`src/rtl/irqmux_pkg.sv`:
```
package irqmux_pkg;
  localparam int G0_N     = 14;
  localparam int G1_N     = 24;
  localparam int G2_N     = 32;
  localparam int SLOTS    = G2_N;
  localparam int G1_MUX   = SLOTS - G0_N;
  localparam int PINNED   = G1_N - G1_MUX;
  localparam int DIRECT_N = SLOTS + PINNED;
  localparam int BANKS    = 3;
  localparam int CFG_W    = SLOTS;

  function automatic logic masked_any(input logic [SLOTS-1:0] src,
                                      input logic [SLOTS-1:0] keep);
    return |(src & keep);
  endfunction
endpackage

```
`src/rtl/irqmux_cfg_reg.sv`:
```
module irqmux_cfg_reg #(
  parameter int          ADDR_W = 8,
  parameter int          DATA_W = 32,
  parameter logic [7:0]  OFFSET = 8'h54
) (
  input  logic              clk,
  input  logic              rst_n,
  input  logic              bus_sel,
  input  logic              bus_we,
  input  logic [ADDR_W-1:0] bus_addr,
  input  logic [DATA_W-1:0] bus_wdata,
  output logic [DATA_W-1:0] bus_rdata,
  output logic [DATA_W-1:0] cfg_q
);
  logic hit;
  assign hit = bus_sel && (bus_addr == ADDR_W'(OFFSET));

  always_ff @(posedge clk or negedge rst_n) begin
    if (!rst_n)            cfg_q <= '0;
    else if (hit && bus_we) cfg_q <= bus_wdata;
  end

  assign bus_rdata = (hit && !bus_we) ? cfg_q : '0;
endmodule

```
`src/rtl/irqmux_slot_sel.sv`:
```
module irqmux_slot_sel #(
  parameter int N = 32
) (
  input  logic [N-1:0] base_src,
  input  logic [N-1:0] alt_src,
  input  logic [N-1:0] pick_alt,
  output logic [N-1:0] slot_out
);
  for (genvar k = 0; k < N; k++) begin : g_slot
    assign slot_out[k] = pick_alt[k] ? alt_src[k] : base_src[k];
  end
endmodule

```
`src/rtl/irqmux_shared_or.sv`:
```
module irqmux_shared_or
  import irqmux_pkg::*;
(
  input  logic [G0_N-1:0]   src_g0,
  input  logic [G1_MUX-1:0] src_g1_mux,
  input  logic [G2_N-1:0]   src_g2,
  input  logic [CFG_W-1:0]  cfg,
  output logic [BANKS-1:0]  shared
);
  assign shared[0] = masked_any(SLOTS'(src_g0), SLOTS'(cfg[G0_N-1:0]));
  assign shared[1] = masked_any(SLOTS'(src_g1_mux), SLOTS'(cfg[SLOTS-1:G0_N]));
  assign shared[2] = masked_any(src_g2, ~cfg);
endmodule

```
`src/rtl/gpio_irq_router.sv`:
```
module gpio_irq_router
  import irqmux_pkg::*;
#(
  parameter int         ADDR_W  = 8,
  parameter logic [7:0] OFFSET  = 8'h54,
  parameter bit         REG_OUT = 1'b0
) (
  input  logic                clk,
  input  logic                rst_n,
  input  logic                bus_sel,
  input  logic                bus_we,
  input  logic [ADDR_W-1:0]   bus_addr,
  input  logic [CFG_W-1:0]    bus_wdata,
  output logic [CFG_W-1:0]    bus_rdata,
  input  logic [G0_N-1:0]     src_g0,
  input  logic [G1_N-1:0]     src_g1,
  input  logic [G2_N-1:0]     src_g2,
  output logic [DIRECT_N-1:0] irq_direct,
  output logic [BANKS-1:0]    irq_shared
);
  logic [CFG_W-1:0]    cfg_q;
  logic [SLOTS-1:0]    base_src;
  logic [SLOTS-1:0]    slot_out;
  logic [DIRECT_N-1:0] dir_pre;
  logic [BANKS-1:0]    shr_pre;

  irqmux_cfg_reg #(.ADDR_W(ADDR_W), .DATA_W(CFG_W), .OFFSET(OFFSET)) u_cfg (
    .clk(clk), .rst_n(rst_n), .bus_sel(bus_sel), .bus_we(bus_we),
    .bus_addr(bus_addr), .bus_wdata(bus_wdata), .bus_rdata(bus_rdata),
    .cfg_q(cfg_q)
  );

  assign base_src = {src_g1[G1_MUX-1:0], src_g0};

  irqmux_slot_sel #(.N(SLOTS)) u_slots (
    .base_src(base_src), .alt_src(src_g2), .pick_alt(cfg_q), .slot_out(slot_out)
  );

  irqmux_shared_or u_shared (
    .src_g0(src_g0), .src_g1_mux(src_g1[G1_MUX-1:0]), .src_g2(src_g2),
    .cfg(cfg_q), .shared(shr_pre)
  );

  assign dir_pre = {src_g1[G1_N-1:G1_MUX], slot_out};

  if (REG_OUT) begin : g_reg_out
    always_ff @(posedge clk or negedge rst_n) begin
      if (!rst_n) begin
        irq_direct <= '0;
        irq_shared <= '0;
      end else begin
        irq_direct <= dir_pre;
        irq_shared <= shr_pre;
      end
    end
  end else begin : g_comb_out
    assign irq_direct = dir_pre;
    assign irq_shared = shr_pre;
  end
endmodule

```
`config.mk`:
```
export PLATFORM = sky130hd
export DESIGN_NAME = gpio_irq_router
export DESIGN_NICKNAME = d
export VERILOG_FILES = /design/src/rtl/irqmux_pkg.sv /design/src/rtl/irqmux_cfg_reg.sv /design/src/rtl/irqmux_slot_sel.sv /design/src/rtl/irqmux_shared_or.sv /design/src/rtl/gpio_irq_router.sv
export SDC_FILE = /design/constraint.sdc
export NUM_CORES = 1
export LEC_CHECK = 0
export BUFFER_PORTS_ARGS = -buffer_cell sky130_fd_sc_hd__buf_4
export CORE_UTILIZATION = 35
export DETAILED_ROUTE_END_ITERATION = 16
export PLACE_DENSITY = 0.83
export SLEW_MARGIN = 5
export SYNTH_ARGS = -nofsm -noshare
export SYNTH_HDL_FRONTEND = slang
export SYNTH_SLANG_ARGS = --single-unit
```
`constraint.sdc`:
```
create_clock -name clk -period 1.09 [get_ports clk]
set_input_delay 0.0545 -clock clk [delete_from_list [all_inputs] [get_ports clk]]
set_output_delay 0.0545 -clock clk [all_outputs]
set_load 0.01 [all_outputs]
```
# After elaboration in Yosys (flattened, before gate mapping)

Cells that the tools add are included.

Flip-flop bits (word level): 32
Input bits: 114
Word-level logic and storage cells: 46

Equality and inequality tests: 1
Multiplexer cells: 33
Bitwise operators: 4
Reduce and logical (&&, ||, !) cells: 7

Operator list:

| kind                                           | number |
|---|---|
| OR reduction 32 bit                            | 3 |
| AND 32 bit                                     | 1 |
| two-way mux 1 bit                              | 32 |
| two-way mux 32 bit                             | 1 |
| NOT 32 bit                                     | 1 |
| AND 18 bit                                     | 1 |
| AND 14 bit                                     | 1 |
| == test 8 x 7 -> 1 bit (second input constant) | 1 |
| logical AND 1 bit                              | 3 |
| logical NOT 1 bit                              | 1 |

# Logic depth before layout (Yosys ltp)

Depth in word-level cells: 4
Mapped depth: 4
Gate-level depth less buffers: 4

# By module

Synthesis repeated with hierarchy kept, for this count alone.

Cells, all modules: 221
Area total of the unflattened synthesis: 2557.5 um2

By module, submodules not included:

| module           | times used | cells each | area each (um2) |
|---|---|---|---|
| irqmux_cfg_reg   | 1          | 110        | 1607.8 |
| irqmux_slot_sel  | 1          | 32         | 480.5 |
| irqmux_shared_or | 1          | 73         | 424.2 |
| gpio_irq_router  | 1          | 6          | 45.0 |

# Least setup slack after synthesis

OpenSTA, ideal clock, no wires.

Kind: input -> register
From: input bus_addr[3]
To: register u_cfg.cfg_q[0]
Library setup time: 0.125 ns
Arrival time: 1.007 ns
Required time: 0.965 ns
Slack: -0.043 ns
Cell stages on the path: 4
Buffers on the path: 1
Cells stage by stage: nor4b_4 nand4_4 buf_6 mux2_4

Cells in the longest elaborated chain, start to end: 3

RTL lines:

| element                | line                  | RTL |
|---|---|---|
| from (decl)            | gpio_irq_router.sv:12 | `input logic [ADDR_W-1:0] bus_addr,` |
| == test 8 x 7 -> 1 bit | irqmux_cfg_reg.sv:16  | `assign hit = bus_sel && (bus_addr == ADDR_W'(OFFSET));` |
| logical AND 1 bit      | irqmux_cfg_reg.sv:16  |  |
| logical AND 1 bit      | irqmux_cfg_reg.sv:20  | `else if (hit && bus_we) cfg_q <= bus_wdata;` |
| to (signal assigned)   | irqmux_cfg_reg.sv:20  |  |
| to (decl)              | irqmux_cfg_reg.sv:13  | `output logic [DATA_W-1:0] cfg_q` |

Every way passes these cells.
A chain may end at the register's enable or synchronous reset.

# Final worst setup path

From: register u_cfg.cfg_q[26]
To: output irq_shared[2]

Cells in the longest elaborated chain, start to end: 3

RTL lines:

| element             | line                   | RTL |
|---|---|---|
| NOT 32 bit          | irqmux_shared_or.sv:12 | `assign shared[2] = masked_any(src_g2, ~cfg);` |
| AND 32 bit          | irqmux_pkg.sv:14       | `return \|(src & keep);` |
| OR reduction 32 bit | irqmux_pkg.sv:14       |  |
| to (decl)           | gpio_irq_router.sv:19  | `output logic [BANKS-1:0] irq_shared` |

Every way passes these cells.

==> results_dict.tcl <==
set metrics [dict create \
    status "finished with violations" \
    violations "DRC, setup timing" \
    grtUsageMet1_pct 32.3 \
    drv_slew 0 \
    setup_viol 98 \
    synth-seq-cells 32 \
    antenna_cells 0 \
    grt.busiest_layer "met2" \
    rsz0062_at_grt "true" \
    fin_crit_sh_pct 150 \
    gpl.final_weighted_congestion 0.857 \
    vias_per_cell 5.15 \
    power_frac_seq_pct 37.1 \
    fin_setup_tns_ps -14390 \
    cp_max_fo 2 \
    relSlewSlack_pct 70.6 \
    reg2reg_to "u_cfg.cfg_q[25]" \
    fin_skew_ps 0 \
    nNetsFinal 600 \
    worst_slew_pin_slew_ps 441 \
    rrSetupSlack_ps -30 \
    drt_iter0_markers 111 \
    die_w_microns 85.0 \
    synth_nets 333 \
    peakVddDrop_uv 471 \
    grt_pass1_vias 3168 \
    grt_pass1_wl_microns 16400 \
    fill_cells 351 \
    coreArea_sq_um 6490 \
    total_power_uw 3380 \
    top_regs "u_cfg.cfg_q: 32 flops" \
    layout_commonest_cell "buf_4" \
    hp-class "in -> reg" \
    setup_slack_ps -546 \
    seq_area_sq_um 807 \
    drc 12 \
    rows 29 \
    min_from "bus_wdata[25]" \
    avgSynthCellArea_sq_um 11.0 \
    clockPowerShare_pct 29.0 \
    htreeDepth 2 \
    fp.dieArea_sq_um 7220 \
    io_buffers 174 \
    seq_area_frac_synth_pct 33.2 \
    largest_register_ffs 32 \
    intPower_uw 2460 \
    drv_cap 0 \
    routed_wl_microns 11400 \
    drive_gt1_share_pct 75.2 \
    arrival_ps 1580 \
    power.leakage_uw 0.00291 \
    power.density_cell_area_nw_per_um2 624 \
    start_util_pct 37.1 \
    worstRegToRegCells 4 \
    io_pins 187 \
    clk_latency_ps 280 \
    hold_end "u_cfg.cfg_q[25]" \
    setup.worst_path.start_class "flop" \
    hpwl_microns 7260 \
    hold_violations 0 \
    layout_common_cells "buf_4 (127), buf_6 (109), mux2_4 (59), inv_1 (32), and2_4 (31)" \
    multi_input_area_sq_um 1640 \
    antenna_found_initial 0 \
    cts_root_buf "clkbuf_8" \
    ys.warnings.count 0 \
    clk_pin_slew_worst_paths_ps 70 \
    numClockSinks 32 \
    track_usage_pct 30.0 \
    grt-ovfl-total 0 \
    required_ps 1040 \
    path_class "reg -> out" \
    combPwrFrac_pct 33.9 \
    holdPathStages 2 \
    dr.pass1.iters 11 \
    die_y_microns 85.0 \
    cts_buffers 5 \
    clockBufferDepth 2 \
    fin_crit_ps 1640 \
    grtUsageMet2_pct 57.6 \
    met3_usage_pct 5.54 \
    max_freq_mhz 611 \
    wl_per_cell_microns 20.2 \
    reg2reg_from "u_cfg.cfg_q[25]" \
    endpoint_kind "primary output" \
    synth_area_sq_um 2410 \
    stdcell_count 564 \
    area_growth_pct 125 \
    synth.distinct_cells 22 \
    dp_cells 500 \
    dp_slack_ps -289 \
    switching_share_pct 27.3 \
    grt_max_degree 33 \
    dr_total_vias 2906 \
    largest_register "u_cfg.cfg_q" \
    power_switching_uw 924 \
    antenna_left 0 \
    cts_tree "built" \
    synthCells 219 \
]
==> synthesized netlist by cell type <==
master     n  area (sq um)
mux2_2    34           383
and2_1    32           200
dfrtp_1   32           801
inv_1     32           120
mux2_4    30           450
o22ai_1   16           100
a22oi_1    7          52.6
buf_4      6          45.0
a221oi_1   5          43.8
a22o_1     4          35.0
nor4_1     4          25.0
buf_6      3          33.8
clkbuf_1   3          11.3
nand4_1    3          18.8
and2b_1    1          7.51
and3_1     1          6.26
and3_2     1          7.51
and3b_1    1          8.76
nand2_1    1          3.75
nand4_4    1          21.3
nor4b_4    1          23.8
nor4bb_1   1          10.0
==> logic make-up (layout without fill, tap and decap cells) <==
kind of cell	count (synthesis)	count (layout)	share of synthesized area, %
flops	32	32	33.2
buf+inv	44	312	8.73
compound gates	32	32	9.61
mux	64	64	34.6
simple gates	47	47	13.8
==> power by group through the flow <==
stage               combinational [uW]  clock, uW  sequential [uW]
floorplan                          295          0             1270
global placement                   834          0             1270
detailed placement                 854          0             1270
CTS                               1060        990             1250
global route                      1210       1050             1260
finish                            1150        980             1260
==> worst max path at each step <==
stage / start / end / slack [ps]
after floorplan: bus_addr[3] / u_cfg.cfg_q[0] / -40
after global placement: u_cfg.cfg_q[8] / irq_shared[2] / -230
after detailed placement: u_cfg.cfg_q[12] / irq_shared[2] / -290
after CTS: u_cfg.cfg_q[4] / irq_shared[2] / -480
after global routing: u_cfg.cfg_q[26] / irq_shared[2] / -610
final: u_cfg.cfg_q[26] / irq_shared[2] / -550
==> stage by stage <==
stage	instance area, sq um	util, %	hold slack [ps]
3_3_place_gp	4090	62.9	15.2
3_5_place_dp	4090	62.9	25.0
4_1_cts	5160	79.5	0.0673
5_1_grt	5430	83.5	0.0628
2_1_floorplan	2410	-	-241
6_report	5430	83.5	0.778
==> routing by layer <==
| layer | up-vias | part of all wire (%) |
|---|---|---|
| met3 | 31 | 6.0 |
| li1 | 1312 | - |
| met1 | 1422 | 36 |
| met4 | 0 | 3.3 |
| met5 | - | 0 |
| met2 | 141 | 54 |
==> final cells by class <==
| class | instances | share of cell area (%) |
|---|---|---|
| multi-input combinational | 143 | 30.3 |
| timing repair buffer | 272 | 49.2 |
| sequential | 32 | 14.9 |
| clock buffer | 6 | 1.52 |
| clock inverter | 2 | 0.184 |
| inverter | 32 | 2.21 |
| tap | 77 | 1.78 |
==> repair_timing <==
action                                 CTS  global route
endpoints found under the hold margin   50             7
setup endpoints to repair               67            71
pin swaps                               26            11
resized for setup                      154            44
buffers inserted                        19            20
gates cloned                             4             2
hold buffers                            19             7
==> critical path, cell delays in order (launching register included) <==
cell     delay, ps
dfrtp_1        400
o22ai_1        130
nor4_1         340
buf_4          170
nand4_1         90
buf_4          170
Power figures use the tool's default switching activity.
